[src/rtl/pcls_pkg.sv]
// Package: shared types and constants of the priority classifier.
// Assumes a 3-bit tag priority and 2-bit levels throughout.
package pcls_pkg;
    localparam int PCP_W       = 3;
    localparam int LVL_W       = 2;
    localparam int MAP_ENTRIES = 1 << PCP_W;
    localparam int MAP_W       = MAP_ENTRIES * LVL_W;

    typedef logic [LVL_W-1:0] level_t;

    typedef enum logic [1:0] {
        QM_SINGLE = 2'b00,
        QM_DUAL   = 2'b01,
        QM_QUAD   = 2'b10,
        QM_RSVD   = 2'b11
    } qmode_e;
endpackage

[src/rtl/pcls_port_cfg_sel.sv]
// Module: picks the configuration of the ingress port out of the per-port
// vectors. Assumes the vectors are packed with port p at the low-order end.
// An index with no matching port yields all zeros (both enables off).
module pcls_port_cfg_sel
    import pcls_pkg::*;
#(
    parameter int NUM_PORTS = 5,
    parameter int PORT_W    = 3
) (
    input  logic [PORT_W-1:0]          port_idx,
    input  logic [NUM_PORTS*LVL_W-1:0] port_prio,
    input  logic [NUM_PORTS-1:0]       port_prio_en,
    input  logic [NUM_PORTS-1:0]       tag_prio_en,
    output level_t                     sel_prio,
    output logic                       sel_port_en,
    output logic                       sel_tag_en
);
    logic [NUM_PORTS-1:0] hit;
    level_t               prio_arr [NUM_PORTS];

    // one decoder compare and one unpacked level per port
    for (genvar p = 0; p < NUM_PORTS; p++) begin : g_port
        assign hit[p]      = (port_idx == PORT_W'(p));
        assign prio_arr[p] = port_prio[p*LVL_W +: LVL_W];
    end

    // AND-OR multiplexer over the one-hot hit vector
    always_comb begin
        sel_prio    = '0;
        sel_port_en = 1'b0;
        sel_tag_en  = 1'b0;
        for (int p = 0; p < NUM_PORTS; p++) begin
            sel_prio    = sel_prio | (prio_arr[p] & {LVL_W{hit[p]}});
            sel_port_en = sel_port_en | (port_prio_en[p] & hit[p]);
            sel_tag_en  = sel_tag_en  | (tag_prio_en[p]  & hit[p]);
        end
    end
endmodule

[src/rtl/pcls_pcp_lut.sv]
// Module: converts a tag priority code point to a level through the shared
// table. Assumes entry n of the table sits at bits [2n+1:2n].
module pcls_pcp_lut
    import pcls_pkg::*;
(
    input  logic [MAP_W-1:0] pcp_map,
    input  logic [PCP_W-1:0] pcp,
    output level_t           level
);
    level_t entry [MAP_ENTRIES];

    // unpack the flat table into entries
    for (genvar n = 0; n < MAP_ENTRIES; n++) begin : g_entry
        assign entry[n] = pcp_map[n*LVL_W +: LVL_W];
    end

    // index the table
    always_comb level = entry[pcp];
endmodule

[src/rtl/pcls_level_resolve.sv]
// Module: decides which classification source sets the level.
// Tag result first, then the port's fixed level, otherwise 0.
module pcls_level_resolve
    import pcls_pkg::*;
(
    input  logic   tagged_i,
    input  logic   tag_en,
    input  logic   port_en,
    input  level_t tag_level,
    input  level_t port_level,
    output level_t level
);
    // fixed precedence chain
    always_comb begin
        if (tag_en && tagged_i)
            level = tag_level;
        else if (port_en)
            level = port_level;
        else
            level = '0;
    end
endmodule

[src/rtl/pcls_queue_fold.sv]
// Module: turns a level into a queue index for the egress queue mode.
// In two-queue mode the threshold is ctl+1 and a ctl of 3 sends everything low.
module pcls_queue_fold
    import pcls_pkg::*;
(
    input  qmode_e     mode,
    input  logic [1:0] ctl,
    input  level_t     level,
    output logic [1:0] queue
);
    logic high;

    // threshold compare in 3 bits so ctl+1 cannot wrap
    always_comb high = (ctl != 2'b11) && ({1'b0, level} >= ({1'b0, ctl} + 3'd1));

    // select the index by mode
    always_comb begin
        unique case (mode)
            QM_DUAL: queue = {1'b0, high};
            QM_QUAD: queue = level;
            default: queue = 2'b00;
        endcase
    end
endmodule

[src/rtl/pcls_top.sv]
// Module: ingress priority classifier top. Takes the parsed header fields and
// the static configuration, and registers the level and queue index one cycle
// after hdr_valid. Assumes the configuration inputs are stable around a strobe.
module pcls_top
    import pcls_pkg::*;
#(
    parameter int NUM_PORTS = 5,
    parameter int PORT_W    = (NUM_PORTS > 1) ? $clog2(NUM_PORTS) : 1
) (
    input  logic                       clk,
    input  logic                       rst_n,
    input  logic                       hdr_valid,
    input  logic [PORT_W-1:0]          hdr_port,
    input  logic                       hdr_tagged,
    input  logic [2:0]                 hdr_pcp,
    input  logic [NUM_PORTS*2-1:0]     port_prio,
    input  logic [NUM_PORTS-1:0]       port_prio_en,
    input  logic [NUM_PORTS-1:0]       tag_prio_en,
    input  logic [15:0]                pcp_map,
    input  logic [1:0]                 two_q_ctl,
    input  logic [1:0]                 queue_mode,
    output logic                       out_valid,
    output logic [1:0]                 out_queue,
    output logic [1:0]                 out_level
);
    level_t     sel_prio, tag_level, level_c;
    logic       sel_port_en, sel_tag_en;
    logic [1:0] queue_c;

    pcls_port_cfg_sel #(.NUM_PORTS(NUM_PORTS), .PORT_W(PORT_W)) i_cfg_sel (
        .port_idx     (hdr_port),
        .port_prio    (port_prio),
        .port_prio_en (port_prio_en),
        .tag_prio_en  (tag_prio_en),
        .sel_prio     (sel_prio),
        .sel_port_en  (sel_port_en),
        .sel_tag_en   (sel_tag_en)
    );

    pcls_pcp_lut i_lut (
        .pcp_map (pcp_map),
        .pcp     (hdr_pcp),
        .level   (tag_level)
    );

    pcls_level_resolve i_resolve (
        .tagged_i   (hdr_tagged),
        .tag_en     (sel_tag_en),
        .port_en    (sel_port_en),
        .tag_level  (tag_level),
        .port_level (sel_prio),
        .level      (level_c)
    );

    pcls_queue_fold i_fold (
        .mode  (qmode_e'(queue_mode)),
        .ctl   (two_q_ctl),
        .level (level_c),
        .queue (queue_c)
    );

    // output register: valid follows the strobe, data loads only on a strobe
    always_ff @(posedge clk) begin
        if (!rst_n) begin
            out_valid <= 1'b0;
            out_queue <= '0;
            out_level <= '0;
        end else begin
            out_valid <= hdr_valid;
            if (hdr_valid) begin
                out_queue <= queue_c;
                out_level <= level_c;
            end
        end
    end

    assert_valid_follows_R2: assert property (@(posedge clk) disable iff (!rst_n)
        hdr_valid |=> out_valid);
    assert_valid_drops_R2: assert property (@(posedge clk) disable iff (!rst_n)
        !hdr_valid |=> !out_valid);
    assert_hold_idle_R2: assert property (@(posedge clk) disable iff (!rst_n)
        (rst_n && !hdr_valid) |=> ($stable(out_queue) && $stable(out_level)));
    assert_single_zero_R6: assert property (@(posedge clk) disable iff (!rst_n)
        (hdr_valid && (queue_mode == 2'b00 || queue_mode == 2'b11)) |=> (out_queue == 2'b00));
    assert_quad_level_R7: assert property (@(posedge clk) disable iff (!rst_n)
        (hdr_valid && queue_mode == 2'b10) |=> (out_queue == out_level));
    assert_dual_all_low_R8: assert property (@(posedge clk) disable iff (!rst_n)
        (hdr_valid && queue_mode == 2'b01 && two_q_ctl == 2'b11) |=> (out_queue == 2'b00));
endmodule

[config.mk]
export PLATFORM = sky130hd
export DESIGN_NAME = pcls_top
export DESIGN_NICKNAME = d
export VERILOG_FILES = /design/src/rtl/pcls_pkg.sv /design/src/rtl/pcls_port_cfg_sel.sv /design/src/rtl/pcls_pcp_lut.sv /design/src/rtl/pcls_level_resolve.sv /design/src/rtl/pcls_queue_fold.sv /design/src/rtl/pcls_top.sv
export SDC_FILE = /design/constraint.sdc
export NUM_CORES = 1
export LEC_CHECK = 0
export CAP_MARGIN = 15
export CORE_MARGIN = 1
export CORE_UTILIZATION = 31
export CTS_BUF_LIST = sky130_fd_sc_hd__clkbuf_8
export CTS_CLUSTER_DIAMETER = 150
export DETAILED_ROUTE_END_ITERATION = 10
export HOLD_SLACK_MARGIN = 0.02
export PLACE_DENSITY = 0.77
export SLEW_MARGIN = 20
export SYNTH_ARGS = -nofsm -noshare
export SYNTH_HDL_FRONTEND = slang
export SYNTH_SLANG_ARGS = --single-unit
export TNS_END_PERCENT = 5
[constraint.sdc]
create_clock -name clk -period 3 [get_ports clk]
set_clock_uncertainty 0.05 [all_clocks]
set_input_delay 0.9 -clock clk [delete_from_list [all_inputs] [get_ports clk]]
set_output_delay 0.9 -clock clk [all_outputs]
set_load 0.03 [all_outputs]
==> results of run 1 <==
## state kept, by name, indices dropped and copies added (netlist names)
register / cells
out_level: 2
out_valid: 1
out_queue: 2
## area by class of cell
| class | count | area (um2) |
|---|---|---|
| fillers | 162 | 578 |
| multi-input cells | 62 | 611 |
| flip-flops and latches | 5 | 100 |
| repair buffers | 71 | 644 |
| clock inverters | 1 | 3.75 |
| inverters | 8 | 30.0 |
| well taps | 27 | 33.8 |
| clock buffers | 3 | 41.3 |
## worst max-delay path, delay by kind of cell
family	cells	cell delay, ps
multiplexers	2	730
AND/OR/NAND/NOR	3	540
AO/OA/AOI/OAI	4	370
buffers and inverters	1	240
adder cells (fa/ha/maj)	1	230
## layout by cell type, fill, tap and decap left out, types with 3 or more instances in the layout
master,count
sky130_fd_sc_hd__clkdlybuf4s50_1,37
sky130_fd_sc_hd__buf_4,16
sky130_fd_sc_hd__dlygate4sd2_1,14
sky130_fd_sc_hd__inv_1,9
sky130_fd_sc_hd__nand2_1,6
sky130_fd_sc_hd__a21oi_1,6
sky130_fd_sc_hd__ha_1,5
sky130_fd_sc_hd__dfxtp_1,5
sky130_fd_sc_hd__a31oi_1,4
sky130_fd_sc_hd__o211ai_1,4
sky130_fd_sc_hd__mux4_2,4
sky130_fd_sc_hd__nand3_1,3
sky130_fd_sc_hd__clkbuf_8,3
## power by group
group | leakage (nW) | total, mW | switching [mW] | internal (mW)
Clock | 0.0269 | 0.126 | 0.0380 | 0.0881
Combinational | 0.552 | 0.182 | 0.0691 | 0.113
Sequential | 0.0409 | 0.0715 | 0.00141 | 0.0701
## kinds of logic (layout without fill, tap and decap cells)
| kind of cell | after synthesis | in the layout | synth area share, % |
|---|---|---|---|
| AOI/OAI and AO/OA | 25 | 25 | 24.2 |
| and+or+nand+nor | 21 | 21 | 17.6 |
| muxes | 11 | 11 | 29.2 |
| buffers and inverters | 10 | 83 | 5.73 |
| adders and majority gates | 5 | 5 | 8.96 |
| DFF | 5 | 5 | 14.3 |
## stage by stage
| stage | TNS [ps] | utilization, % |
|---|---|---|
| after floorplan | 0 | - |
| after global placement | -711 | 68.1 |
| after detailed placement | -807 | 68.1 |
| after CTS | 0 | 71.4 |
| after global routing | 0 | 71.7 |
| final | 0 | 71.7 |
## path summary, 6_finish.rpt
path | start | to | slack (ps) | depth (start not counted)
setup / recovery | pcp_map[12] | out_queue[0] | 60 | 11
hold / removal | out_queue[1] | out_queue[1] | 410 | 2
setup reg to reg | out_queue[0] | out_queue[0] | 2320 | 2
hold reg to reg | out_queue[1] | out_queue[1] | 410 | 2
## routing by layer
layer | wire, um | track usage [%] | vias up
met5 | 0 | 0 | -
met4 | 72 | 14.8 | 0
met3 | 149 | 2.78 | 6
met2 | 1100 | 36.3 | 50
met1 | 919 | 21.6 | 405
li1 | - | - | 448
## what timing repair did
item | 4_1_cts | 5_1_grt
gates cloned | 0 | 0
setup endpoints to repair | 1 | 1
gates resized for setup | 33 | 4
hold buffers | 0 | 0
pin swaps | 10 | 6
==> impl_metrics.ini, run 1 <==
[outcome]
run_status = finished clean

[clocking]
htree_levels = 1
clock-sinks = 5
cts_tree = yes
cts_buffer_depth = 2
cts.root.buffer_cell = sky130_fd_sc_hd__clkbuf_8
worst_setup_hold_path_clk_slew_ps = 40
cts_buffers = 3
clock_insertion_delay_worst_skew_ps = 220
post-cts-setup-buffers = 0

[placed_design]
placement.io_buffers = 54
hpwl_um = 1780
dp.cells = 173
routabilityCongestion = 0.783
placed_cell_area_mm2 = 0.00139
place_ws_ps = -654

[timing]
max_clock_freq_mhz = 340
timing_max_transition_violations_final = 0
timing.final.crit_period_ps = 2940
hold_slack_ps = 406
post-route-period-util_pct = 98.0
count_of_final_setup_violators = 0
timing.final.ws_setup_ps = 59.4
finalHoldViolations = 0
tightestPinTransition_ps = 319
setup_repair_after_global_routing_missed_its_margin = no
worst_slew_margin_rel_pct = 78.6

[floorplanning]
core_mm2 = 0.00204
initial_core_util_pct = 34.2
num_rows = 16
floorplan.die.height_um = 49.5
die_x_um = 49.5
io_pins = 55
area_enclosed_by_the_die_boundary_mm2 = 0.00245

[synth]
asyncSetResetFlopFracSynth_pct = 0
yosys_most_used_dff = sky130_fd_sc_hd__dfxtp_1
netlist_instances = 77
synth_most_common_cell = sky130_fd_sc_hd__inv_1
yosys_warnings = 0
mappedNetlistArea_um2 = 698
ys_types = 31
synthesis.nets = 132
synth-seq-cells = 5
syn_avg_cell_area_um2 = 9.07
yosys-top-cells-count = 8 x sky130_fd_sc_hd__inv_1, 7 x sky130_fd_sc_hd__a21oi_1, 6 x sky130_fd_sc_hd__nand2_1, 5 x sky130_fd_sc_hd__dfxtp_1, 5 x sky130_fd_sc_hd__ha_1
count_of_flip_flops_with_a_built_in_enable_after_synthesis = 0
synthDominantCellAreaShare_pct = 15.1
synth_top_cell_by_area = sky130_fd_sc_hd__mux4_1
netlist_top_cells_area = sky130_fd_sc_hd__mux4_1 15%, sky130_fd_sc_hd__dfxtp_1 14%, sky130_fd_sc_hd__ha_1 9.0%, sky130_fd_sc_hd__mux4_2 6.5%, sky130_fd_sc_hd__a21oi_1 5.0%
synth-seq-area-share_pct = 14.3

[drt]
detail-route-antenna-nets = 0
drt_pre_antenna_iters = 4
wire_per_inst_um = 12.6
routed-via-count = 909
wl_um = 2240
drt_first_iter_violations = 15
vias_per_cell = 5.14
drc = 0

[hold_path]
hold_path_class = flip-flop to flip-flop

[grt]
globalRouteOverflowTotal = 0
antenna_violations_before_repair = 0
grt_max_degree = 11
grt.total_usage_pct = 20.3
number_of_global_route_vias_before_repair = 916
grt_pass1_wl_um = 3710

[setup_path]
delay_of_the_slowest_cell_on_the_worst_path_ps = 460
timing.critical_path.cells = dlygate4sd2_1, mux4_2, mux2_4, or3_4, o21ai_2, ha_1, nand2b_1, a21oi_1, nor3b_1, a21oi_1, a21oi_1
timing.critical_path.required_ps = 3070
critical-path-slowest-cell = sky130_fd_sc_hd__mux4_2
timing.critical_path.arrival_ps = 3010
path_class = input port to flip-flop
worst_setup_path_start_kind = input port
worst_setup_path_end_kind = flip-flop
cpMostUsedCell = sky130_fd_sc_hd__a21oi_1
timing.critical_path.fanout_max = 2

[final_layout]
antenna_cells = 0
design.final.nets = 206
area_delta_synth_final_pct = 110
instances_no_fill = 177
layout-drive-gt1-share_pct = 25.3
fin_area_mm2 = 0.00146

[power_and_ir_drop]
power-per-cell-area_mw_per_mm2 = 259
finalPower_mw = 0.380
vdd_ir_drop_max_uv = 205
static-leakage-power_nw = 0.619

[flow_run]
max-cap-violations = 0
No activity file was read; power rests on OpenSTA's default activity.
==> run 2: changes to the inputs <==
==> constraint.sdc (replaced) <==
create_clock -name clk -period 2.6 [get_ports clk]
set_clock_uncertainty 0.05 [all_clocks]
set_input_delay 0.78 -clock clk [delete_from_list [all_inputs] [get_ports clk]]
set_output_delay 0.78 -clock clk [all_outputs]
set_load 0.03 [all_outputs]
==> run 2 against run 1 <==
Effect of this change:
- the run now ends with setup timing left
- critical endpoint unchanged
- combinational power up 31%
- largest power group unchanged
- clock power up 9.5%
- highest routed layer unchanged
- critical path type unchanged
- non-clock buffer count up 7
==> impl_metrics.ini, run 2 (same netlist as run 1, synthesis figures left out) <==
[outcome]
run_status = finished with violations
failed_checks = setup timing

[setup_path]
timing.critical_path.fanout_max = 3
ff2ff_path_depth = 2
worst_setup_path_start_kind = input port
worst_setup_path_end_kind = flip-flop
timing.critical_path.required_ps = 2650
path_class = input port to flip-flop
timing.critical_path.arrival_ps = 2830

[drt]
detail-route-antenna-nets = 0
drc = 0
wl_um = 2400
vias_per_cell = 5.05
routed-via-count = 930
wire_per_inst_um = 13.0
drt_pre_antenna_iters = 4
drt_first_iter_violations = 6

[grt]
met2_grt_util_pct = 38.1
busiest_layer = met2
globalRouteOverflowTotal = 0
grt.total_usage_pct = 20.8
grt_max_degree = 11
number_of_global_route_vias_before_repair = 946
grt_pass1_wl_um = 3900
antenna_violations_before_repair = 0
met1_usage_pct = 21.1
global_route.usage.met3_pct = 9.57

[floorplanning]
floorplan.die.height_um = 49.5
die_x_um = 49.5
num_rows = 16
area_enclosed_by_the_die_boundary_mm2 = 0.00245
initial_core_util_pct = 34.2
core_mm2 = 0.00204
io_pins = 55

[clocking]
worst_setup_hold_path_clk_slew_ps = 30
cts_buffers = 3
cts-hold-fix-buffers = 0
cts.root.buffer_cell = sky130_fd_sc_hd__clkbuf_8
htree_levels = 1
cts_buffer_depth = 2
cts_tree = yes
clock_insertion_delay_worst_skew_ps = 220
clock-sinks = 5

[timing]
worst_slew_margin_rel_pct = 76.9
timing.final.ws_setup_ps = -178
setup_tns_ps = -178
max_clock_freq_mhz = 360
count_of_final_setup_violators = 1
post-route-period-util_pct = 107
finalHoldViolations = 0
timing.final.crit_period_ps = 2780
setup_repair_after_global_routing_missed_its_margin = yes
timing_max_transition_violations_final = 0
tightestPinTransition_ps = 345

[final_layout]
fillCellCount = 150
layout.cells.most_common_list = 36 x sky130_fd_sc_hd__clkdlybuf4s50_1, 21 x sky130_fd_sc_hd__buf_4, 8 x sky130_fd_sc_hd__inv_1, 8 x sky130_fd_sc_hd__buf_2, 6 x sky130_fd_sc_hd__nand2_1
finalCoreUtilization_pct = 74.6
antenna_cells = 0
layout_commonest_cell = sky130_fd_sc_hd__clkdlybuf4s50_1
design.final.nets = 213
layout-drive-gt1-share_pct = 42.0
largest_registers = out_level (2), out_queue (2), out_valid (1)
area_delta_synth_final_pct = 118

[hold_path]
holdPathStages = 2
hold_path_class = flip-flop to flip-flop

[power_and_ir_drop]
finalPower_mw = 0.459
static-leakage-power_nw = 0.648
vdd_ir_drop_max_uv = 350
power-per-cell-area_mw_per_mm2 = 301

[placed_design]
hpwl_um = 1870
routabilityCongestion = 0.800
placement.io_buffers = 54

[flow_run]
max-cap-violations = 0
-- run 2: path summary, 6_finish.rpt --
kind / to / startpoint / slack [ps]
worst max-delay path: out_queue[0] / hdr_port[0] / -180
worst min-delay path: out_level[0] / out_level[0] / 410
worst max register to register: out_queue[0] / out_queue[0] / 1870
worst min register to register: out_level[0] / out_level[0] / 410
-- run 2: report_power, final --
| part | internal (mW) | switching [mW] | total [mW] |
|---|---|---|---|
| Sequential | 0.0809 | 0.00176 | 0.0827 |
| Clock | 0.101 | 0.0370 | 0.138 |
| Combinational | 0.148 | 0.0902 | 0.238 |
-- run 2: area by class of cell --
class,instances,area (um2),share of cell area [%]
clock buffers,3,41.3,2.71
well taps,27,33.8,2.22
multi-input cells,62,639,42.0
clock inverters,1,3.75,0.247
inverters,8,30.0,1.97
repair buffers,78,674,44.3
flip-flops and latches,5,100,6.57
-- run 2: worst max-delay path, cell delays in order --
cell and delay [ps]:
sky130_fd_sc_hd__buf_8 70, sky130_fd_sc_hd__mux4_2 540, sky130_fd_sc_hd__buf_6 150, sky130_fd_sc_hd__a2111oi_4 360, sky130_fd_sc_hd__a211o_1 190, sky130_fd_sc_hd__a21oi_2 80
sky130_fd_sc_hd__inv_2 80, sky130_fd_sc_hd__ha_4 200, sky130_fd_sc_hd__a21oi_2 140, sky130_fd_sc_hd__nor3b_2 50, sky130_fd_sc_hd__a21oi_1 110, sky130_fd_sc_hd__a21oi_1 80
-- run 2: per-layer routing --
layer / vias to the layer above / wire length (um)
li1: 463 / -
met4: 0 / 38
met1: 412 / 911
met2: 49 / 1240
met3: 6 / 208
met5: - / 0
-- run 2: repair_timing --
item / 4_1_cts / 5_1_grt
endpoints found under the hold margin: 0 / 0
gates resized for setup: 57 / 22
pin swaps: 11 / 9
setup endpoints to repair: 3 / 1
buffers inserted: 3 / 4
-- run 2: stage by stage --
stage / hold slack, ps / instance area (um2) / std cells / worst slack (ps)
2_1_floorplan: 534 / 698 / 77 / -213
5_1_grt: 432 / 1520 / 184 / -242
3_5_place_dp: 414 / 1390 / 173 / -913
6_report: 412 / 1520 / 184 / -178
3_3_place_gp: 394 / 1390 / 173 / -823
4_1_cts: 416 / 1470 / 180 / -173
